**src/rtl/tpg_pkg.sv**
```systemverilog
package tpg_pkg;

  typedef enum logic [2:0] {
    TPG_PASS  = 3'd0,
    TPG_PN7   = 3'd1,
    TPG_PN15  = 3'd2,
    TPG_PN23  = 3'd3,
    TPG_PN31  = 3'd4,
    TPG_COMPL = 3'd5,
    TPG_SQ2   = 3'd6,
    TPG_SQW   = 3'd7
  } tpg_mode_e;

  localparam int unsigned LFSR_MAX = 31;

  typedef struct packed {
    logic [4:0] len;
    logic [4:0] tap;
  } lfsr_cfg_t;

  // Register length and second tap for each PRBS mode
  function automatic lfsr_cfg_t lfsr_cfg(input logic [2:0] mode);
    lfsr_cfg_t c;
    case (mode)
      TPG_PN15: begin c.len = 5'd15; c.tap = 5'd14; end
      TPG_PN23: begin c.len = 5'd23; c.tap = 5'd18; end
      TPG_PN31: begin c.len = 5'd31; c.tap = 5'd28; end
      default:  begin c.len = 5'd7;  c.tap = 5'd6;  end
    endcase
    return c;
  endfunction

  // One serial step: new bit enters at bit 0, register masked to len bits
  function automatic logic [LFSR_MAX-1:0] lfsr_step(input logic [LFSR_MAX-1:0] s,
                                                    input lfsr_cfg_t c);
    logic nb;
    logic [LFSR_MAX-1:0] m;
    nb = s[c.len - 5'd1] ^ s[c.tap - 5'd1];
    m  = '0;
    for (int j = 0; j < LFSR_MAX; j++)
      if (j < int'(c.len)) m[j] = 1'b1;
    return {s[LFSR_MAX-2:0], nb} & m;
  endfunction

  function automatic logic is_prbs(input logic [2:0] mode);
    return (mode >= TPG_PN7) && (mode <= TPG_PN31);
  endfunction

  // Compliance symbols in send order, first serial bit in bit 0
  function automatic logic [9:0] compl_sym(input logic [1:0] idx);
    case (idx)
      2'd0:    return 10'h17C;
      2'd1:    return 10'h155;
      2'd2:    return 10'h283;
      default: return 10'h2AA;
    endcase
  endfunction

endpackage

```
**src/rtl/tpg_fixed_pat.sv**
```systemverilog
module tpg_fixed_pat
  import tpg_pkg::*;
#(
  parameter int unsigned WORD_W = 20
) (
  input  logic              clk,
  input  logic              rst_n,
  input  logic              restart,
  input  logic [2:0]        mode,
  output logic [WORD_W-1:0] fix_word
);

  localparam int unsigned HALF_W = WORD_W / 2;

  logic              phase_q;
  logic              phase_cur;
  logic [WORD_W-1:0] compl_word;
  logic [WORD_W-1:0] sq2_word;
  logic [WORD_W-1:0] sqw_word;

  assign phase_cur = restart ? 1'b0 : phase_q;

  always_ff @(posedge clk) begin
    if (!rst_n) phase_q <= 1'b0;
    else        phase_q <= ~phase_cur;
  end

  generate
    if (WORD_W == 20) begin : g_compl20
      assign compl_word = {compl_sym({phase_cur, 1'b1}), compl_sym({phase_cur, 1'b0})};
    end else begin : g_compl_none
      assign compl_word = '0;
    end
  endgenerate

  always_comb begin
    for (int i = 0; i < int'(WORD_W); i++) begin
      sq2_word[i] = (i % 2) == 1;
      sqw_word[i] = i >= int'(HALF_W);
    end
  end

  always_comb begin
    case (mode)
      TPG_COMPL: fix_word = compl_word;
      TPG_SQ2:   fix_word = sq2_word;
      TPG_SQW:   fix_word = sqw_word;
      default:   fix_word = '0;
    endcase
  end

endmodule

```
**config.mk**
```make
export PLATFORM = sky130hd
export DESIGN_NAME = tpg_fixed_pat
export DESIGN_NICKNAME = d
export VERILOG_FILES = /design/src/rtl/tpg_pkg.sv /design/src/rtl/tpg_fixed_pat.sv
export SDC_FILE = /design/constraint.sdc
export NUM_CORES = 1
export LEC_CHECK = 0
export BUFFER_PORTS_ARGS = -buffer_cell sky130_fd_sc_hd__buf_4
export CORE_AREA = 2 2 39 41
export DETAILED_ROUTE_END_ITERATION = 16
export DIE_AREA = 0 0 41 43
export PLACE_DENSITY = 0.53
export SYNTH_ARGS = -nofsm -noshare
export SYNTH_HDL_FRONTEND = slang
export SYNTH_SLANG_ARGS = --single-unit
```
**constraint.sdc**
```tcl
create_clock -name clk -period 1.7 [get_ports clk]
set_input_delay 0.17 -clock clk [delete_from_list [all_inputs] [get_ports clk]]
set_output_delay 0.17 -clock clk [all_outputs]
set_load 0.01 [all_outputs]
```
### After elaboration in Yosys (flattened, before gate mapping)

Index checks and enable logic that the tools add are counted.

| operators by class | value |
|---|---|
| muxes and demuxes | 4 |
| equal/unequal tests | 3 |
| bitwise operators | 1 |

Operators by type and width:

| kind | count |
|---|---|
| 20-bit one-hot mux with 3 select lines | 1 |
| 10-bit one-hot mux with 2 select lines | 1 |
| 10-bit two-way mux | 1 |
| 3-bit == test, second input constant | 3 |
| 1-bit two-way mux | 1 |
| 1-bit NOT | 1 |

| word-level totals | value |
|---|---|
| register bits after elaboration | 1 |
| output and inout port bits | 20 |

### Depth between registers and ports, before layout

| logic depth | value |
|---|---|
| depth in word-level cells | 4 |
| gate-level depth with buffers | 4 |
| gate-level depth less buffers | 3 |

### Worst setup path before layout

OpenSTA, ideal clock, no wires.

| timing path | value |
|---|---|
| path kind | register -> output |
| start point | register phase_q |
| end point | output fix_word[13] |
| path slack | 0.491 ns |
| buffers on the path | 1 |
| required time | 1.530 ns |
| arrival time | 1.039 ns |
| stages on the path, launching flop included | 5 |
| path through | dfxtp_1 > nor2b_2 > a21oi_1 > nor2b_1 > buf_4 |

| between the ends | value |
|---|---|
| cells in the longest elaborated chain, start to end | 3 |

Ends and longest elaborated chain:

| what | RTL line | source |
|---|---|---|
| from (decl) | tpg_fixed_pat.sv:15 | `logic phase_q;` |
| from (signal assigned) | tpg_fixed_pat.sv:25 | `else phase_q <= ~phase_cur;` |
| 1-bit two-way mux | tpg_fixed_pat.sv:21 | `assign phase_cur = restart ? 1'b0 : phase_q;` |
| 10-bit two-way mux | tpg_pkg.sv:51 | `case (idx)` |
| 20-bit one-hot mux with 3 select lines | tpg_fixed_pat.sv:44 | `case (mode)` |
| to (decl) | tpg_fixed_pat.sv:10 | `output logic [WORD_W-1:0] fix_word` |

No other way between the ends.

### Final worst setup path

| timing path | value |
|---|---|
| start point | register phase_q |
| end point | output fix_word[11] |

Same word-level chain as after synthesis.

==> reports/qor_table.md <==
| Step | Quantity | This run |
|:---|:---|:---|
| place | # port buffers | 25 |
| synth | Top post-synthesis cells by count | buf_4 (14), and2_1 (3), nand2b_1 (3) |
| setup path | Stage delay of the slowest cell on the critical path | 0.30 ns |
| setup path | Kind of end point of the critical path | output port |
| die | Die Height | 43 um |
| synth | Number of synthesized register bits | 1 |
| route | Pre-Repair DR Iteration Count | 2 |
| sta | Final setup viols | 0 |
| die | Site Rows | 14 |
| setup path | Biggest fanout along the worst timing path | 5 |
| final layout | Fraction of final layout cells sized beyond drive strength 1 | 0.634 |
| global routing | Antenna violations before repair | 0 |
| job | Maximum capacitance violations | 0 |
| global routing | Global-route congestion overflow total | 0 |
| synth | EDFF count, synth | 0 |
| synth | Cells after synthesis | 30 |
| clock network | Clock latency on the worst-skew pair | 0 ns |
| route | Vias | 208 |
| final layout | Area overhead of the layout relative to synthesis | 47.1% |
| global routing | Total Routing Usage GR | 0.0470 |
| die | Area of the core region | 1380 um2 |
| place | Cell area reported after detailed placement | 320 um2 |
| synth | Biggest area contributors in the synthesized netlist | buf_4 (48%), dfxtp_1 (9.2%), and2_1 (8.6%), nand2b_1 (8.6%), o211a_1 (4.6%) |
| synth | Number of warnings reported in the yosys synthesis log | 0 |
| power and ir drop | Pwr dens | 334 nW/um2 |
| route | Routed len/inst | 7.84 um |
| route | DRC | 0 |
| synth | Post-synth top area share | 0.483 |
| die | Die width | 41 um |
| sta | Count of pins over their slew limit | 0 |
| final layout | Number of nets in the final layout | 49 |
| global routing | Wire length of the first global-routing pass | 627 um |
| setup path | Worst path required time | 1.53 ns |
| die | Die Outline Area | 1760 um2 |
| final layout | Final design instance area without fill | 320 um2 |
| global routing | Vias in the first global route | 150 |
| power and ir drop | Reported leakage power | 0.000177 uW |
| synth | Number of nets produced by synthesis | 36 |
| final layout | Ant. Diodes | 0 |
| route | Routed vias/inst | 3.65 |
| global routing | Largest net degree at the start of global routing | 6 |
| synth | Count leader, synth | buf_4 |
| setup path | Slowest cell on crit path | dfxtp_1 |
| clock network | Number of setup buffers added after CTS | 0 |
| clock network | Register clock-pin slew on the reported worst setup and hold paths | 0 ns |
| synth | Sequential-to-total area share from yosys stat | 0.0920 |
| synth | Share of flip-flops with an asynchronous set or reset | 0 |
| synth | Post-synthesis instance area | 218 um2 |
| clock network | Hold-fix buffers, CTS | 0 |
| sta | Final Hold Viols | 0 |
| setup path | Critical Path Start Type | flip-flop |
| setup path | Data arrival time at the worst-slack endpoint | 1.01 ns |
| clock network | Total of cells resized after clock tree synthesis | 0 |
| route | Sum of routed wire length over all layers | 447 um |
| synth | Mean instance size in the synthesized netlist | 7.26 um2 |
| final layout | Flip-flop count of the largest register after layout | 1 |
| sta | Slew at the pin closest to its max-slew limit | 0.300 ns |
| outcome | Status | finished, final reports clean |
| setup path | Critical setup path kind | reg -> out |
| setup path | Buf+Inv Stages, Crit Path | 1 |
| die | Initial Utilization | 0.157 |
| final layout | Register with the highest flop count | phase_q |
| sta | Final total negative setup slack | 0 ns |
| route | First DRT Iteration DRCs | 3 |
| sta | Shortest period the worst path allows | 1.18 ns |
| setup path | Kind of cell with the highest combined delay on the critical path | simple AND/OR/NAND/NOR gates |
| sta | Post-route fraction of the period consumed by the critical path | 0.697 |
| route | Residual antenna-violating net count after detailed routing | 0 |
| min path | Class of the most critical hold timing path | in -> reg |
| sta | Final worst clock skew | 0 ns |
| power and ir drop | Highest ir drop seen on vdd | 0.000110 V |
| place | Final weighted congestion in routability-driven placement | 0.612 |
| setup path | Critical path cell sequence | nor2b_2 -> a21oi_1 -> nor2b_1 -> buf_4 |
| synth | Most area-hungry cell type in the Yosys netlist | buf_4 |
| final layout | Largest registers | phase_q x1 |
| sta | Relative slew slack | 0.800 |
| sta | Max Clk Rate | 844 MHz |
| sta | RSZ-0062 raised after global routing | no |
| synth | Number of distinct library cells after synthesis | 11 |
| die | Total I/O pin count | 26 |
| synth | Commonest register cell after synthesis | dfxtp_1 |
==> kinds of logic (layout without fill, tap and decap cells) <==
logic type | Yosys count | in the layout | synth area share
flops | 1 | 1 | 0.0920
compound gates | 4 | 4 | 0.115
buf+inv | 14 | 25 | 0.483
simple gates | 11 | 11 | 0.310
==> worst paths after layout <==
kind | startpoint | end | slack (ns) | cells past startpoint
worst max-delay path | phase_q | fix_word[11] | 0.52 | 4
worst min-delay path | rst_n | phase_q | 0.37 | 2
worst min register to register | phase_q | phase_q | 0.59 | 2
worst max register to register | phase_q | phase_q | 1.00 | 2
==> area by class of cell <==
cell class              instances  area (um2)
flip-flops and latches          1        20.0
fillers                       163        1060
repair buffers                 25         188
well taps                      16        20.0
multi-input cells              15        92.6
==> per-layer routing <==
layer  wire, um  vias up  GRT usage
li1           -      106          -
met1        158       86     0.0732
met2        229       16     0.0750
met3         60        0          0
met4          0        0          0
met5          0        -          0
==> worst register-to-register path, cell delays in order (launching register included) <==
cell and delay, ns:
dfxtp_1 0.30, nand2b_1 0.11, and2_1 0.17
==> placed cells by master, fill, tap and decap left out <==
cell type | netlist | routed
nor2_1 | 2 | 2
nand2b_1 | 3 | 3
buf_4 | 14 | 25
nor2b_1 | 1 | 1
o21ai_1 | 2 | 2
a21oi_1 | 1 | 1
nor2b_2 | 1 | 1
dfxtp_1 | 1 | 1
o211a_1 | 1 | 1
and2_1 | 3 | 3
nand3b_1 | 1 | 1
==> where the power goes <==
group	internal (uW)	total (uW)	switching, uW
Sequential	25.7	26.3	0.654
Combinational	44.4	80.7	36.3
Clock	0	0	0
==> through the flow <==
step	std cells	hold slack, ns	setup WS (ns)	utilization	total power [uW]
5_1_grt	57	0.380	0.413	0.231	115
6_report	57	0.374	0.515	0.231	107
2_1_floorplan	30	0.292	0.491	-	81.7
4_1_cts	57	0.374	0.511	0.231	108
3_5_place_dp	57	0.374	0.516	0.231	108
3_3_place_gp	57	0.373	0.553	0.231	107
Note: power is estimated with default switching activity, not from simulation.
